## src/rtl/fbs_pkg.sv

```systemverilog
// Package: shared types for the flag status bus sequencer.
// Assumes nothing beyond IEEE 1800-2017 enum support.
package fbs_pkg;
    // Arbitration scheme selected during reset.
    typedef enum logic {
        MODE_DIRECT = 1'b0,
        MODE_POLLED = 1'b1
    } bus_mode_e;
endpackage

```

## src/rtl/fbs_cfg_latch.sv

```systemverilog
// Module: captures the per-device configuration while reset is held and
// derives the lane mask from the configured lane count.
// Assumes NQ >= 2 so that the count code is at least one bit wide.
module fbs_cfg_latch
    import fbs_pkg::*;
#(
    parameter int NQ   = 4,
    parameter int ID_W = 3,
    localparam int CNT_W = $clog2(NQ)
) (
    input  logic             clk,
    input  logic             rst_n,
    input  logic             poll_mode_i,
    input  logic [ID_W-1:0]  dev_id_i,
    input  logic [CNT_W-1:0] qcnt_i,
    output bus_mode_e        mode_o,
    output logic [ID_W-1:0]  id_o,
    output logic [NQ-1:0]    mask_o
);
    bus_mode_e        mode_q;
    logic [ID_W-1:0]  id_q;
    logic [CNT_W-1:0] cnt_q;

    // Capture configuration only while reset is asserted.
    always_ff @(posedge clk) begin
        if (!rst_n) begin
            mode_q <= bus_mode_e'(poll_mode_i);
            id_q   <= dev_id_i;
            cnt_q  <= qcnt_i;
        end
    end

    // One enable per lane: active when its index is within the count.
    for (genvar g = 0; g < NQ; g++) begin : g_lane_mask
        assign mask_o[g] = (cnt_q >= CNT_W'(g));
    end

    assign mode_o = mode_q;
    assign id_o   = id_q;


    cfg_frozen_chk: assert property (@(posedge clk) disable iff (!rst_n)
        1'b1 |=> ($stable(mode_q) && $stable(id_q) && $stable(cnt_q)));
endmodule

```

## src/rtl/fbs_owner.sv

```systemverilog
// Module: bus ownership state. Polled mode takes ownership from the ring
// token; direct mode takes it from a strobed identity compare.
// Assumes mode and identity come from the reset-time capture.
module fbs_owner
    import fbs_pkg::*;
#(
    parameter int ID_W = 3
) (
    input  logic            clk,
    input  logic            rst_n,
    input  bus_mode_e       mode_i,
    input  logic            master_i,
    input  logic [ID_W-1:0] id_i,
    input  logic            strobe_i,
    input  logic [ID_W-1:0] sel_dev_i,
    input  logic            tok_i,
    output logic            own_o
);
    logic own_q;
    logic hit;

    // Identity compare for the strobed selection.
    assign hit = (sel_dev_i == id_i);

    // Ownership update per edge, master owns first after reset.
    always_ff @(posedge clk) begin
        if (!rst_n) begin
            own_q <= master_i;
        end else if (mode_i == MODE_POLLED) begin
            own_q <= tok_i;
        end else if (strobe_i) begin
            own_q <= hit;
        end
    end

    assign own_o = own_q;


    poll_follow_tok_chk: assert property (@(posedge clk) disable iff (!rst_n)
        (mode_i == MODE_POLLED) |=> (own_q == $past(tok_i)));

    strobe_take_chk: assert property (@(posedge clk) disable iff (!rst_n)
        (mode_i == MODE_DIRECT && strobe_i && sel_dev_i == id_i) |=> own_q);

    strobe_drop_chk: assert property (@(posedge clk) disable iff (!rst_n)
        (mode_i == MODE_DIRECT && strobe_i && sel_dev_i != id_i) |=> !own_q);

    direct_hold_chk: assert property (@(posedge clk) disable iff (!rst_n)
        (mode_i == MODE_DIRECT && !strobe_i) |=> $stable(own_q));
endmodule

```

## src/rtl/fbs_stat_reg.sv

```systemverilog
// Module: registers the per-queue flags each edge, clearing lanes that
// lie above the configured lane count.
// Assumes the mask is stable outside reset.
module fbs_stat_reg #(
    parameter int NQ = 4
) (
    input  logic          clk,
    input  logic          rst_n,
    input  logic [NQ-1:0] stat_i,
    input  logic [NQ-1:0] mask_i,
    output logic [NQ-1:0] flags_o
);
    logic [NQ-1:0] flags_q;

    // Sample masked flags every edge; cleared in reset.
    always_ff @(posedge clk) begin
        if (!rst_n) flags_q <= '0;
        else        flags_q <= stat_i & mask_i;
    end

    assign flags_o = flags_q;
endmodule

```

## src/rtl/flag_bus_seq.sv

```systemverilog
// Module: top of the flag status bus sequencer, one instance per device.
// Drives the shared flag lanes when owning, the token to the next ring
// member and the slot sync pulse. Assumes all instances on one bus share
// the clock and reset, and that ADDR_W > ID_W.
module flag_bus_seq
    import fbs_pkg::*;
#(
    parameter int NQ     = 4,
    parameter int ID_W   = 3,
    parameter int ADDR_W = 6,
    localparam int CNT_W  = $clog2(NQ),
    localparam int ID_LSB = ADDR_W - ID_W
) (
    input  logic              clk,
    input  logic              rst_n,
    input  logic              poll_mode_i,
    input  logic              master_i,
    input  logic [ID_W-1:0]   dev_id_i,
    input  logic [CNT_W-1:0]  qcnt_i,
    input  logic [NQ-1:0]     stat_i,
    input  logic              strobe_i,
    input  logic [ADDR_W-1:0] addr_i,
    input  logic              tok_i,
    output logic [NQ-1:0]     bus_o,
    output logic              bus_oe_o,
    output logic              tok_o,
    output logic              sync_o
);
    bus_mode_e       mode;
    logic [ID_W-1:0] id;
    logic [NQ-1:0]   mask;
    logic [NQ-1:0]   flags;
    logic            own;
    logic            polled;

    fbs_cfg_latch #(.NQ(NQ), .ID_W(ID_W)) u_cfg (
        .clk         (clk),
        .rst_n       (rst_n),
        .poll_mode_i (poll_mode_i),
        .dev_id_i    (dev_id_i),
        .qcnt_i      (qcnt_i),
        .mode_o      (mode),
        .id_o        (id),
        .mask_o      (mask)
    );

    fbs_owner #(.ID_W(ID_W)) u_owner (
        .clk       (clk),
        .rst_n     (rst_n),
        .mode_i    (mode),
        .master_i  (master_i),
        .id_i      (id),
        .strobe_i  (strobe_i),
        .sel_dev_i (addr_i[ADDR_W-1:ID_LSB]),
        .tok_i     (tok_i),
        .own_o     (own)
    );

    fbs_stat_reg #(.NQ(NQ)) u_stat (
        .clk     (clk),
        .rst_n   (rst_n),
        .stat_i  (stat_i),
        .mask_i  (mask),
        .flags_o (flags)
    );

    // Output stage: lanes only while owning, token and sync only in polled.
    assign polled   = (mode == MODE_POLLED);
    assign bus_oe_o = own;
    assign bus_o    = own ? flags : '0;
    assign tok_o    = own & polled;
    assign sync_o   = own & polled;


    idle_zero_chk: assert property (@(posedge clk) disable iff (!rst_n)
        !bus_oe_o |-> (bus_o == '0));

    direct_quiet_chk: assert property (@(posedge clk) disable iff (!rst_n)
        !polled |-> (!tok_o && !sync_o));

    sync_owner_chk: assert property (@(posedge clk) disable iff (!rst_n)
        sync_o |-> bus_oe_o);
endmodule

```

## config.mk

```make
export PLATFORM = sky130hd
export DESIGN_NAME = flag_bus_seq
export DESIGN_NICKNAME = d
export VERILOG_FILES = /design/src/rtl/fbs_pkg.sv /design/src/rtl/fbs_cfg_latch.sv /design/src/rtl/fbs_owner.sv /design/src/rtl/fbs_stat_reg.sv /design/src/rtl/flag_bus_seq.sv
export SDC_FILE = /design/constraint.sdc
export NUM_CORES = 1
export LEC_CHECK = 0
export ABC_AREA = 1
export BUFFER_PORTS_ARGS = -buffer_cell sky130_fd_sc_hd__buf_2
export CORE_MARGIN = 10
export CORE_UTILIZATION = 33
export CTS_BUF_LIST = sky130_fd_sc_hd__clkbuf_4 sky130_fd_sc_hd__clkbuf_8
export CTS_CLUSTER_SIZE = 25
export DETAILED_ROUTE_END_ITERATION = 6
export PLACE_DENSITY = 0.65
export SLEW_MARGIN = 40
export SYNTH_ARGS = -nofsm -noshare
export SYNTH_HDL_FRONTEND = slang
export SYNTH_SLANG_ARGS = --single-unit
```

## constraint.sdc

```tcl
create_clock -name clk -period 1.76 [get_ports clk]
set_clock_uncertainty 0.15 [all_clocks]
set_input_delay 0.176 -clock clk [delete_from_list [all_inputs] [get_ports clk]]
set_output_delay 0.176 -clock clk [all_outputs]
set_load 0.01 [all_outputs]
```

==> results of run 1 <==
-- worst min-delay path by stage --
| stage | start | to | cells past startpoint |
|---|---|---|---|
| detailed placement | dev_id_i[0] | u_cfg.id_o[0] | 1 |
| global placement | dev_id_i[2] | u_cfg.id_o[2] | 1 |
| global route | stat_i[3] | u_stat.flags_o[3] | 3 |
| finish | stat_i[3] | u_stat.flags_o[3] | 3 |
| CTS | stat_i[3] | u_stat.flags_o[3] | 3 |
| floorplan | rst_n | u_stat.flags_o[0] | 2 |
-- cell usage after synthesis, drive strengths merged --
library cell | number | share of area [%]
edfxtp | 7 | 46
buf | 1 | 1.6
nand3 | 1 | 1.1
nand2 | 17 | 14
nor2 | 8 | 6.5
a21oi | 2 | 2.2
inv | 13 | 11
o21ai | 1 | 1.1
dfxtp | 4 | 17
-- metrics by stage --
step | util [%] | hold slack [ns] | cells | setup slack (ns) | area (um^2)
after floorplan | - | 0.119 | 54 | 0.669 | 460
after global placement | 45.5 | 0.202 | 92 | 0.616 | 592
after detailed placement | 45.5 | 0.204 | 92 | 0.607 | 592
after CTS | 55.5 | 0.00170 | 106 | 0.347 | 722
after global routing | 55.5 | 0.0197 | 106 | 0.252 | 722
final | 55.5 | 0.00758 | 106 | 0.265 | 722
-- cells by family (layout without fill, tap and decap cells) --
kind of cell    count (synthesis)  in the layout  share of synthesized area, %
simple gates                   26             26                          21.5
buf+inv                        14             51                          12.2
flops                          11             11                          63.0
compound gates                  3              3                          3.26
-- per-layer routing --
layer  vias up  part of all wire, %  GRT usage (%)
met5         -                    0              0
met4         0                    0           2.01
met3         0                   14           5.97
met2        14                   55           13.5
met1       186                   31           5.25
li1        234                    -              -
-- timing repair --
item / 4_1_cts / 5_1_grt
endpoints found under the hold margin: 9 / 0
endpoints found under the setup margin: 0 / 0
hold buffers: 10 / 0
-- layout by cell type (no fill, tap or decap), types with 2 or more instances in the layout --
cell type | netlist | layout
nor2_1 | 8 | 8
buf_2 | 0 | 24
inv_1 | 13 | 13
edfxtp_1 | 7 | 7
clkbuf_4 | 0 | 4
nand2_1 | 17 | 17
dlygate4sd3_1 | 0 | 10
dfxtp_1 | 4 | 4
a21oi_1 | 2 | 2
-- critical path, cell delays in order --
cell and delay [ns]:
dlygate4sd3_1 0.55, buf_2 0.13, nand2_1 0.07, dlygate4sd3_1 0.55
inv_1 0.04
-- layout make-up --
cell class                      instances  area (um^2)  share of cell area (%)
Tap cell                               15         18.8                    2.60
Timing Repair Buffer                   34          220                    30.5
Clock buffer                            4         30.0                    4.16
Sequential cell                        11          290                    40.2
Inverter                               13         48.8                    6.76
Multi-Input combinational cell         29          114                    15.8
-- power by group through the flow --
stage | Combinational [W] | Sequential (W) | Clock, W
2_1_floorplan | 0.0000346 | 0.000310 | 0
3_3_place_gp | 0.0000653 | 0.000311 | 0
3_5_place_dp | 0.0000669 | 0.000311 | 0
4_1_cts | 0.0000837 | 0.000305 | 0.000186
5_1_grt | 0.0000965 | 0.000308 | 0.000198
6_report | 0.0000837 | 0.000305 | 0.000181
-- state kept, by name, summed over array words and instances (netlist names) --
| register | cells |
|---|---|
| u_stat.flags_o | 4 |
| u_cfg.mode_o | 1 |
| u_owner.own_o | 1 |
| u_cfg.cnt_q | 2 |
| u_cfg.id_o | 3 |
==> metrics.txt, run 1 <==
sequential power share=53.5%; Mapped Cells=between 50 and 60; area of the mapped netlist=between 400 and 500 um^2; Post-CTS Setup Bufs=0; sw frac=between 20% and 30%; die area=approximately 3300 um^2; CTS tree=yes; port bufs=24; Ys Warns=0; flops & latches, synth=11; Worst Setup EP=u_stat.flags_o[0]; initial antenna violation count=0; share of cells above drive strength 1=30.8%; Fin. Hold Viols=0; CP Data Required Time=between 1.5 and 2 ns; worst skew pair latency=about 0.26 ns; Layout Nets=113; gr usage total=under 10%; Die X=between 50 and 60 um; # DRC=0; PD cells=about 790 nW/um^2; # diodes=0; number of buffers created by CTS=3; Worst setup SP type=input port; drt pass-1 iters=3; PnR Total Power=between 0.0005 and 0.0006 W; Setup crit start=stat_i[0]; final slew viol count=0; largest net degree at the start of global routing=12; Finish-stage setup viols=0; antenna-violating nets left=0; Via density=between 4 and 5; Hold Path Class=input port to flip-flop; clk buf depth=2; clock-pin slew on the worst setup and hold paths=roughly 0.070 ns; crit path kind=input port to flip-flop; Max Fclk=between 600 and 700 MHz; Switching Power=~0.00013 W; syn_nets=75; Worst Max-Slew Pin Slew=about 0.35 ns; Layout Area Growth over Synthesis=56.8%; Final GP Congestion=0.743; Routed WL per cell=~10 um; initial core utilization=roughly 35%; power share of the combinational group=14.7%; power share of the clock group=about a third; Fill cells=134; core area=between 1000 and 1500 um^2; vias in the first global route=between 400 and 500; CP endpoint kind=flip-flop; status=complete, no violations; post-synthesis cell type count=9; Site Rows=13; Max-slew headroom=76.5%; cts repair resizes=0; Internal=around 0.00044 W; die height=around 57 um; Routed WL=~1.1 mm; CTS root buf=clkbuf_4; r2r startpoint=u_cfg.mode_o; first-pass GRT wire length=1.90 mm; Period minus WS final=1.49 ns; # clock sinks=11; VDD IR-drop max=between 0.4 and 0.5 mV; total number of vias=434; DRT iter0 DRCs=3; period utilisation layout=a little over four fifths; leakage power=between 0.4 and 0.5 nW; max_cap viols=0; total gr overflow=0; I/O pins=28; setup TNS=0 ns; RR Endpoint=u_owner.own_o; critical path peak fanout=1; HPWL after detailed placement=799 um; Avg Synthesized Cell Area=8.53 um^2; worst reg2reg setup slack=around 0.63 ns; Seq/Total Area, Yosys=between 60% and 70%; RSZ-0062 raised after global routing=no; R2R depth=5; H-tree levels=1; worst path arrival time=~1.5 ns
Note: power is estimated with default switching activity, not from simulation.
==> run 2: changes to the inputs <==
--- a/config.mk
+++ b/config.mk
@@ -5,14 +5,14 @@
 export SDC_FILE = /design/constraint.sdc
 export NUM_CORES = 1
 export LEC_CHECK = 0
-export ABC_AREA = 1
+export ABC_AREA = 0
 export BUFFER_PORTS_ARGS = -buffer_cell sky130_fd_sc_hd__buf_2
-export CORE_MARGIN = 10
-export CORE_UTILIZATION = 33
+export CORE_AREA = 10 10 47 49
 export CTS_BUF_LIST = sky130_fd_sc_hd__clkbuf_4 sky130_fd_sc_hd__clkbuf_8
 export CTS_CLUSTER_SIZE = 25
 export DETAILED_ROUTE_END_ITERATION = 6
-export PLACE_DENSITY = 0.65
+export DIE_AREA = 0 0 57 59
+export PLACE_DENSITY = 0.66
 export SLEW_MARGIN = 40
 export SYNTH_ARGS = -nofsm -noshare
 export SYNTH_HDL_FRONTEND = slang
==> constraint.sdc (replaced) <==
create_clock -name clk -period 1.2 [get_ports clk]
set_clock_uncertainty 0.15 [all_clocks]
set_input_delay 0.12 -clock clk [delete_from_list [all_inputs] [get_ports clk]]
set_output_delay 0.12 -clock clk [all_outputs]
set_load 0.01 [all_outputs]
==> run 2 against run 1 <==
Net effect: global-route usage fell by 1.7 points; largest power group unchanged; setup slack got worse by 0.52 ns; the flow now finishes with violations (negative setup slack); largest cell class unchanged; synthesized cell count fell by 44%; via count down 18%; first-iteration DRC count decreased by 33%; critical path type is now flip-flop to flip-flop.
==> metrics.txt, run 2 <==
clk buf depth=2 (unchanged); Compound-Gate Fraction of Synth Area=3.89% (was 3.26%); VDD IR-drop max=0.804 mV (was 0.460 mV); core area=1400 um^2 (was 1300 um^2); crit path buf inv count=0 (was 4); Worst setup SP type=flip-flop (was input port); placed cell count=71 (was 92); port bufs=24 (unchanged); WHS Path Cells=2 (was 3); Post-CTS Setup Bufs=0 (unchanged); I/O pins=28 (unchanged); Worst Max-Slew Pin Slew=0.139 ns (was 0.352 ns); Routed WL per cell=10.5 um (was 10.3 um); post-synthesis cell type count=14 (was 9); critical path peak fanout=1 (unchanged); HPWL after detailed placement=730 um (was 799 um); largest cells by area after synthesis=edfxtp_1 (50%), dfxtp_1 (19%), and2_1 (9.0%), xor2_1 (6.3%), o211a_1 (2.4%) (was edfxtp_1 (46%), dfxtp_1 (17%), nand2_1 (14%), inv_1 (11%), nor2_1 (6.5%)); setup TNS=-0.803 ns (was 0 ns); Synth top area share=50.3% (was 45.7%); worst path arrival time=1.41 ns (was 1.51 ns); max FFs per register=4 (unchanged); pre-CTS WS=-0.245 ns (was 0.607 ns); final slew viol count=0 (unchanged); Layout Cells excl Fill=86 (was 106); Max-slew headroom=90.7% (was 76.5%); Simple-Gate Fraction of Synth Area=17.7% (was 21.5%); initial core utilization=29.8% (was 35.4%); cell with the most instances after synthesis=edfxtp_1 (was nand2_1); leakage power=0.342 nW (was 0.410 nW); total gr overflow=0 (unchanged); antenna-violating nets left=0 (unchanged); Layout Nets=92 (was 113); Worst path max stage delay=0.50 ns (was 0.55 ns); failing checks=negative setup slack; worst reg2reg setup slack=-0.25 ns (was 0.63 ns); flops & latches, synth=11 (unchanged); Worst Hold Path EP=u_owner.own_o (was u_stat.flags_o[3]); H-tree levels=1 (unchanged); Avg Synthesized Cell Area=13.9 um^2 (was 8.53 um^2); Switching Power=0.000167 W (was 0.000126 W); initial antenna violation count=0 (unchanged); syn_nets=51 (was 75); # DRC=0 (unchanged); multiplexer area fraction after synthesis=0% (unchanged); CTS tree=yes (unchanged); r2r startpoint=u_cfg.id_o[2] (was u_cfg.mode_o); area of the mapped netlist=418 um^2 (was 460 um^2); Post-synth EDFFs=7 (unchanged); drt pass-1 iters=2 (was 3); Synth Flop Type=edfxtp_1 (unchanged); period utilisation layout=121%; crit path cell chain=xor2_1 > or4_1 > a31oi_1 (was dlygate4sd3_1 > buf_2 > nand2_1 > dlygate4sd3_1 > inv_1); Final GP Congestion=0.636 (was 0.743); largest net degree at the start of global routing=7 (was 12); Synth Area in XOR/XNOR=6.29% (was 0%); PD cells=1160 nW/um^2 (was 790 nW/um^2); CP endpoint kind=flip-flop (unchanged); Final Util=51.0% (was 55.5%); worst skew pair latency=0.26 ns (about the same); RSZ-0062 raised after global routing=yes (was no); Fin. Hold Viols=0 (unchanged); Synth top cells by count=edfxtp_1 (7), and2_1 (6), dfxtp_1 (4) (was nand2_1 (17), inv_1 (13), nor2_1 (8)); clock-pin slew on the worst setup and hold paths=0.07 ns (about the same); Die X=57 um (was 57.4 um); Site Rows=14 (was 13); Via density=4.12 (was 4.09); R2R depth=3 (was 5); Critical Path Slowest Stage Cell=or4_1 (was dlygate4sd3_1); number of buffers created by CTS=3 (unchanged); # diodes=0 (unchanged); min-delay src=strobe_i (was stat_i[3]); total number of vias=354 (was 434); Layout Area Growth over Synthesis=71.0% (was 56.8%); RR Endpoint=u_owner.own_o (unchanged); largest family of logic cells by synthesized area=simple AND/OR/NAND/NOR gates (unchanged); DRT iter0 DRCs=2 (was 3); commonest non-fill, non-tap cell in the layout=buf_2 (unchanged); die area=3360 um^2 (was 3290 um^2); CP delay by family, top=simple AND/OR/NAND/NOR gates (was buffers and inverters); crit path kind=flip-flop to flip-flop (was input port to flip-flop); Seq/Total Area, Yosys=69.5% (was 63.0%); vias in the first global route=416 (was 472); PnR Total Power=0.000825 W (was 0.000570 W); final worst-path setup slack=-0.254 ns (was 0.265 ns); fraction of registers with async set/reset=0% (unchanged); power share of the clock group=31.9% (was 31.8%); share of cells above drive strength 1=44.3% (was 30.8%); die height=59 um (was 57.4 um); max_cap viols=0 (unchanged); Internal=0.000659 W (was 0.000444 W); Mapped Cells=30 (was 54); most frequent cells in the layout=buf_2 (23), dlygate4sd3_1 (11), edfxtp_1 (7) (was buf_2 (24), nand2_1 (17), inv_1 (13)); Routed WL=905 um (was 1.09 mm); Hold Path Class=input port to flip-flop (unchanged); CP Data Required Time=1.16 ns (was 1.78 ns); adder-cell area share of the yosys netlist=0% (unchanged); CTS root buf=clkbuf_4 (unchanged); Ys Warns=0 (unchanged); Max Fclk=just under 700 MHz; Period minus WS final=1.45 ns; first-pass GRT wire length=1.53 mm (was 1.90 mm); status=finished with violations (was complete, no violations); # clock sinks=11 (unchanged); post-synth top area cell=edfxtp_1 (unchanged); sw frac=20.2% (was 22.2%); gr usage total=5.55% (was 7.20%); Finish-stage setup viols=8 (was 0); sequential power share=53.8% (was 53.5%); power share of the combinational group=14.3% (was 14.7%)
[run 2: cell types whose count changed in the layout (fill, tap and decap cells not counted), moves of 2 or more]
cell     change
nor2_1       -7
inv_1       -12
xor2_1       +3
a21oi_1      -2
buf_4        +2
and2_1       +5
nand2_1     -16
[run 2: worst max-delay path by stage]
stage / startpoint / slack (ns) / to / cells after the start
after floorplan: u_cfg.id_o[2] / -0.20 / u_owner.own_o / 3
after global placement: u_cfg.id_o[2] / -0.21 / u_owner.own_o / 3
after detailed placement: u_cfg.id_o[2] / -0.24 / u_owner.own_o / 3
after CTS: u_cfg.id_o[2] / -0.26 / u_owner.own_o / 3
after global routing: u_cfg.id_o[2] / -0.29 / u_owner.own_o / 3
final: u_cfg.id_o[2] / -0.25 / u_owner.own_o / 3
[run 2: logic make-up after synthesis]
logic type | Yosys count
AND/OR/NAND/NOR | 12
flip-flops | 11
XOR/XNOR | 3
AO/OA/AOI/OAI | 2
buffers and inverters | 2
[run 2: per-stage QoR]
step                hold slack (ns)  area, um^2
floorplan                    0.0689         418
finish                      0.00162         714
detailed placement            0.148         566
CTS                       -0.000766         706
global placement              0.148         566
global route                0.00791         714
[run 2: power groups by stage]
stage | sequential (W) | combinational [W] | clock [W]
6_report | 0.000444 | 0.000118 | 0.000263
5_1_grt | 0.000448 | 0.000131 | 0.000293
4_1_cts | 0.000444 | 0.000118 | 0.000273
3_5_place_dp | 0.000453 | 0.0000905 | 0
3_3_place_gp | 0.000451 | 0.0000892 | 0
2_1_floorplan | 0.000452 | 0.0000379 | 0
[run 2: worst register-to-register path: stages (launching register included)]
cell and delay [ns]:
edfxtp_1 0.38, xor2_1 0.15, or4_1 0.50, a31oi_1 0.13
[run 2: repair_timing]
action,CTS,global route
endpoints found under the setup margin,8,8
resized for setup,0,2
pin swaps,1,0
hold buffers,11,0
endpoints found under the hold margin,11,0
[run 2: layer usage]
metal / global-route usage (%) / vias up / routed length, um
li1: - / 187 / -
met1: 4.40 / 152 / 317
met2: 9.92 / 15 / 460
met3: 4.51 / 0 / 126
met4: 2.01 / 0 / 0
met5: 0 / - / 0
[run 2: layout make-up]
cell class              instances  area [um^2]
repair buffers                 37          251
multi-input cells              17          119
clock buffers                   4         30.0
inverters                       1         3.75
well taps                      16         20.0
fillers                       131          687
flip-flops and latches         11          290
